--- src/rtl/rlt_pkg.sv ---
package rlt_pkg;
  localparam int DATA_W = 16;
  localparam int ADDR_W = 4;
  localparam int CODE_W = 4;
  localparam int DIV_W  = 14;

  localparam logic [ADDR_W-1:0] A_DIV  = 4'h0;
  localparam logic [ADDR_W-1:0] A_RLD  = 4'h2;
  localparam logic [ADDR_W-1:0] A_CNT  = 4'h4;
  localparam logic [ADDR_W-1:0] A_CTL  = 4'h6;
  localparam logic [ADDR_W-1:0] A_INT  = 4'h8;

  localparam int B_RUN     = 0;
  localparam int B_RESTART = 1;
  localparam int B_MODE    = 4;
  localparam int B_FLAG    = 0;
  localparam int B_EN      = 8;
endpackage

--- src/rtl/rlt_prescaler.sv ---
module rlt_prescaler #(
  parameter int DIV_W  = 14,
  parameter int CODE_W = 4
) (
  input  logic              clk,
  input  logic              rst,
  input  logic              run_i,
  input  logic              restart_i,
  input  logic [CODE_W-1:0] code_i,
  output logic              tick_o
);
  localparam logic [CODE_W-1:0] CODE_RSV = '1;

  logic [DIV_W-1:0] phase_q;
  logic [DIV_W-1:0] mask;
  logic             active;

  always_comb begin
    active = run_i && (code_i != CODE_RSV);
    mask   = DIV_W'((32'd1 << code_i) - 32'd1);
    tick_o = active && ((phase_q & mask) == mask);
  end

  always_ff @(posedge clk) begin
    if (rst || restart_i) phase_q <= '0;
    else if (active)      phase_q <= phase_q + 1'b1;
  end

  AST_RSV_NO_TICK: assert property (@(posedge clk) disable iff (rst)
    (code_i == CODE_RSV) |-> !tick_o);
endmodule

--- src/rtl/rlt_counter.sv ---
module rlt_counter #(
  parameter int W = 16
) (
  input  logic         clk,
  input  logic         rst,
  input  logic         restart_i,
  input  logic         tick_i,
  input  logic [W-1:0] reload_i,
  output logic [W-1:0] cnt_o,
  output logic         uflow_o
);
  always_comb uflow_o = tick_i && !restart_i && (cnt_o == '0);

  always_ff @(posedge clk) begin
    if (rst)            cnt_o <= '1;
    else if (restart_i) cnt_o <= reload_i;
    else if (uflow_o)   cnt_o <= reload_i;
    else if (tick_i)    cnt_o <= cnt_o - 1'b1;
  end

  AST_UF_RELOAD: assert property (@(posedge clk) disable iff (rst)
    uflow_o |=> (cnt_o == $past(reload_i)));
  AST_HOLD_IDLE: assert property (@(posedge clk) disable iff (rst)
    (!tick_i && !restart_i) |=> $stable(cnt_o));
endmodule

--- src/rtl/reload_timer.sv ---
module reload_timer
  import rlt_pkg::*;
(
  input  logic              clk,
  input  logic              rst,
  input  logic [ADDR_W-1:0] bus_addr,
  input  logic              bus_we,
  input  logic [DATA_W-1:0] bus_wdata,
  output logic [DATA_W-1:0] bus_rdata,
  output logic              irq_o
);
  logic [CODE_W-1:0] code_q;
  logic [DATA_W-1:0] reload_q;
  logic [DATA_W-1:0] cnt;
  logic              mode_q, run_q, run_d;
  logic              flag_q, flag_d, en_q, en_d;
  logic              tick, uflow, restart;
  logic              wr_div, wr_rld, wr_ctl, wr_int;

  always_comb begin
    wr_div  = bus_we && (bus_addr == A_DIV);
    wr_rld  = bus_we && (bus_addr == A_RLD);
    wr_ctl  = bus_we && (bus_addr == A_CTL);
    wr_int  = bus_we && (bus_addr == A_INT);
    restart = wr_ctl && bus_wdata[B_RESTART];

    run_d = run_q;
    if (uflow && mode_q) run_d = 1'b0;
    if (wr_ctl)          run_d = bus_wdata[B_RUN];

    flag_d = flag_q;
    if (wr_int && bus_wdata[B_FLAG]) flag_d = 1'b0;
    if (uflow)                       flag_d = 1'b1;
    en_d = wr_int ? bus_wdata[B_EN] : en_q;
  end

  rlt_prescaler #(.DIV_W(DIV_W), .CODE_W(CODE_W)) u_presc (
    .clk(clk), .rst(rst), .run_i(run_q), .restart_i(restart),
    .code_i(code_q), .tick_o(tick)
  );

  rlt_counter #(.W(DATA_W)) u_cnt (
    .clk(clk), .rst(rst), .restart_i(restart), .tick_i(tick),
    .reload_i(reload_q), .cnt_o(cnt), .uflow_o(uflow)
  );

  always_ff @(posedge clk) begin
    if (rst) begin
      code_q   <= '0;
      reload_q <= '0;
      mode_q   <= 1'b0;
      run_q    <= 1'b0;
      flag_q   <= 1'b0;
      en_q     <= 1'b0;
      irq_o    <= 1'b0;
    end else begin
      if (wr_div) code_q   <= bus_wdata[CODE_W-1:0];
      if (wr_rld) reload_q <= bus_wdata;
      if (wr_ctl) mode_q   <= bus_wdata[B_MODE];
      run_q  <= run_d;
      flag_q <= flag_d;
      en_q   <= en_d;
      irq_o  <= flag_d && en_d;
    end
  end

  always_ff @(posedge clk) begin
    if (rst) bus_rdata <= '0;
    else begin
      bus_rdata <= '0;
      case (bus_addr)
        A_DIV: bus_rdata[CODE_W-1:0] <= code_q;
        A_RLD: bus_rdata <= reload_q;
        A_CNT: bus_rdata <= cnt;
        A_CTL: begin
          bus_rdata[B_MODE] <= mode_q;
          bus_rdata[B_RUN]  <= run_q;
        end
        A_INT: begin
          bus_rdata[B_EN]   <= en_q;
          bus_rdata[B_FLAG] <= flag_q;
        end
        default: bus_rdata <= '0;
      endcase
    end
  end

  AST_ONESHOT_STOP: assert property (@(posedge clk) disable iff (rst)
    (uflow && mode_q && !wr_ctl) |=> !run_q);
  AST_REPEAT_KEEPS: assert property (@(posedge clk) disable iff (rst)
    (uflow && !mode_q && !wr_ctl) |=> run_q);
  AST_FLAG_STICKY: assert property (@(posedge clk) disable iff (rst)
    (flag_q && !(wr_int && bus_wdata[B_FLAG])) |=> flag_q);
  AST_UF_SETS_FLAG: assert property (@(posedge clk) disable iff (rst)
    uflow |=> flag_q);
  AST_EN_GATES: assert property (@(posedge clk) disable iff (rst)
    !en_q |-> !irq_o);
endmodule

--- config.mk ---
export PLATFORM = sky130hd
export DESIGN_NAME = reload_timer
export DESIGN_NICKNAME = d
export VERILOG_FILES = /design/src/rtl/rlt_pkg.sv /design/src/rtl/rlt_prescaler.sv /design/src/rtl/rlt_counter.sv /design/src/rtl/reload_timer.sv
export SDC_FILE = /design/constraint.sdc
export NUM_CORES = 1
export LEC_CHECK = 0
export BUFFER_PORTS_ARGS = -buffer_cell sky130_fd_sc_hd__buf_4
export CAP_MARGIN = 40
export CORE_UTILIZATION = 45
export DETAILED_ROUTE_END_ITERATION = 6
export PLACE_DENSITY = 0.76
export REMOVE_ABC_BUFFERS = 1
export SLEW_MARGIN = 20
export SYNTH_ARGS = -nofsm -noshare
export SYNTH_HDL_FRONTEND = slang
export SYNTH_HIERARCHICAL = 1
export SYNTH_SLANG_ARGS = --single-unit
--- constraint.sdc ---
create_clock -name clk -period 3.2 [get_ports clk]
set_clock_uncertainty 0.15 [all_clocks]
set_input_delay 0.64 -clock clk [delete_from_list [all_inputs] [get_ports clk]]
set_output_delay 0.64 -clock clk [all_outputs]
set_load 0.01 [all_outputs]
==> flow_summary.yaml <==
synthesis:
  synth_edf_count: 0
  yosys-top-cells-area: "dfxtp_1 37%, a21oi_1 5.2%, nand3_1 4.1%"
  synthArstFlopShare: 0
  yosysSeqAreaShare: 0.367
  synth_flop_cell: "dfxtp_1"
  syn_avg_cell_area_um2: 8.56
  synth_area_leader_cell: "dfxtp_1"
  synth_top_cell_area_share: 0.367
  synth.top_cells.by_count: "71 x dfxtp_1, 40 x a21oi_1, 36 x nor2_1"
  synth.most_common_cell: "dfxtp_1"
  ys_types: 76
  synth_seq_cells: 71
  syn_area_um2: 3870
  ys_warn_count: 6
  syn_inst: 452
final_layout:
  drive_above_1_share: 0.242
  post-route-util: 0.561
  multiInputGateArea_um2: 2350
  layout.cells.non_filler: 613
  insertedDiodeCount: 0
  n_fill_cell: 769
  synthToLayoutAreaGrowth_pct: 19.8
  seq_area_um2: 1420
  nNetsFinal: 529
grt:
  use_met3: 0.0459
  grt_busiest_layer: "met2"
  grt_util_met1: 0.319
  first_global_vias: 3448
  track_usage: 0.240
  grtUsageMet2: 0.383
  grt_max_degree: 56
  grt_pass1_wl_um: 16900
  grt_antenna_before_repair: 0
  grt_overflow_total: 0
die:
  core_area_um2: 8260
  die-area_um2: 8970
  boundaryPins: 40
  fp.dieH_um: 94.7
  initial_core_util: 0.468
  rows: 33
  die_w_um: 94.7
setup_path:
  critPathLaunchType: "flop"
  crit_start: "code_q[0]"
  crit_arrival_ps: 3410
  worstSetupEndpointType: "flop"
  critical_path_class: "flop to flop"
  worstPathRequired_ps: 3330
  cp_max_fo: 6
  r2r-start: "code_q[0]"
sta:
  hold_slack_ps: 341
  setup_viol: 2
  rsz0062_at_grt: "true"
  tightest_slew_ps: 698
  finalCritPeriodShare: 1.03
  drv_slew: 0
  relSlewSlack: 0.533
  setup_ws_ps: -86.6
  hold_violations: 0
  max_freq_mhz: 304
  min_period_ps: 3290
worst_hold_path:
  min_from: "reload_q[8]"
  holdCritPathClass: "flop to flop"
clock_network:
  root_buffer: "clkbuf_8"
  path_clk_slew_ps: 80
  clock-sinks: 71
  htree_levels: 3
  hold_buffers: 0
  cts.path.max_buffers: 2
  cts_tree: "built"
  cts_buffers: 9
  clkLatencyLatePin_ps: 340
placed_design:
  dp_cells: 591
  port_buffers: 39
  gp_congestion: 0.915
  dp_hpwl_um: 6870
route:
  ant_nets: 0
  drt_iter0_drc: 265
  vias_per_cell: 6.08
  vias: 3726
  dr.pass1.iters: 5
  drc_errors: 0
  wl_um: 10400
  routedWlPerCell_um: 17.0
outcome:
  status: "finished, violations left"
  violations: "negative setup slack"
pwr:
  leakagePower_nw: 1.63
  pwr_density_cell_nw_per_um2: 388
  peakVddDrop_v: 0.000166
flow_run:
  drv_cap: 0
## worst max-delay path, stage by stage (launching register included)
cell and delay [ps]:
dfxtp_1 350, nor2_2 140, nand2_1 100, ha_4 190, buf_4 150, a21oi_1 190
o32a_1 170, o211ai_1 110, nor4_2 410, or4b_4 540, nor4_4 150, buf_4 160
nand2b_4 120, nand4_1 120, a21oi_2 160
## cell usage in the layout (no fill, tap or decap), types with 3 or more instances in the layout
cell / netlist / routed
a221oi_1: 3 / 3
o21ai_1: 22 / 25
nor2b_1: 7 / 7
o22ai_1: 6 / 5
a22oi_1: 14 / 14
clkbuf_8: 1 / 9
nor2_1: 36 / 35
nor4b_4: 3 / 4
nor3_1: 14 / 14
nor4_2: 1 / 4
dfxtp_1: 71 / 70
and3_1: 3 / 3
a2111oi_1: 3 / 3
xor2_1: 8 / 8
nand4_1: 6 / 6
nand2b_1: 5 / 4
o211ai_1: 7 / 7
or2_2: 3 / 3
nand2_1: 27 / 25
o21ai_0: 12 / 9
and4_1: 4 / 4
nor4_1: 8 / 4
or3_1: 6 / 6
o31ai_1: 4 / 4
xnor2_1: 9 / 9
nand3b_1: 3 / 3
buf_4: 3 / 65
inv_1: 10 / 10
nor4_4: 2 / 3
nand3_1: 32 / 32
a21oi_1: 40 / 39
## routing by layer
| metal | up-vias | wire, um |
|---|---|---|
| li1 | 1783 | - |
| met1 | 1757 | 4490 |
| met2 | 154 | 5010 |
| met3 | 32 | 634 |
| met4 | 0 | 281 |
| met5 | - | 0 |
## per-stage QoR
step | setup TNS (ps) | total power, mW | cell area [um^2] | setup WS (ps)
floorplan | -15250 | 1.01 | 3690 | -1070
global placement | -304 | 1.09 | 4290 | -106
detailed placement | -2750 | 1.10 | 4290 | -271
CTS | 0 | 1.80 | 4530 | 2.94
global route | -1530 | 1.86 | 4640 | -179
finish | -92.4 | 1.80 | 4640 | -86.6
## power by group
part           internal, mW  switching [mW]  total [mW]
Clock                 0.361           0.345       0.706
Combinational        0.0699          0.0979       0.168
Sequential            0.898          0.0244       0.922
## cells by family (layout without fill, tap and decap cells)
logic type	after synthesis	after routing	share of synthesized area
compound gates	134	135	0.221
simple gates	185	185	0.298
mux	3	3	0.00841
buf+inv	39	94	0.0572
fa+ha+maj	3	3	0.00970
flops	71	71	0.367
xor+xnor	17	17	0.0385
## what timing repair did
item	4_1_cts	5_1_grt
buffers inserted	2	3
gates resized for setup	6	17
pin swaps	7	13
hold endpoints to repair	0	0
gates cloned	1	0
setup endpoints to repair	17	17
## worst paths after layout
| path | endpoint | slack [ps] | cells past startpoint |
|---|---|---|---|
| setup reg to reg | irq_o | -90 | 14 |
| hold / removal | bus_rdata[8] | 340 | 2 |
| hold reg to reg | bus_rdata[8] | 340 | 2 |
| setup / recovery | irq_o | -90 | 14 |
## cell type report
type                            instances  share of cell area
Tap cell                              105              0.0283
Timing Repair Buffer                   66               0.108
Sequential cell                        71               0.307
Clock buffer                           11              0.0283
Inverter                               12             0.00972
Multi-Input combinational cell        343               0.506
Clock inverter                          5              0.0127
## flip-flops by register name, summed over array words and instances, names as in the netlist
signal and cells:
reload_q 16, en_q 1, u_presc/phase_q 14, irq_o 1
code_q 4, u_cnt/cnt_o 16, mode_q 1, bus_rdata 16
flag_q 1, run_q 1
Note: power is estimated with default switching activity, not from simulation.
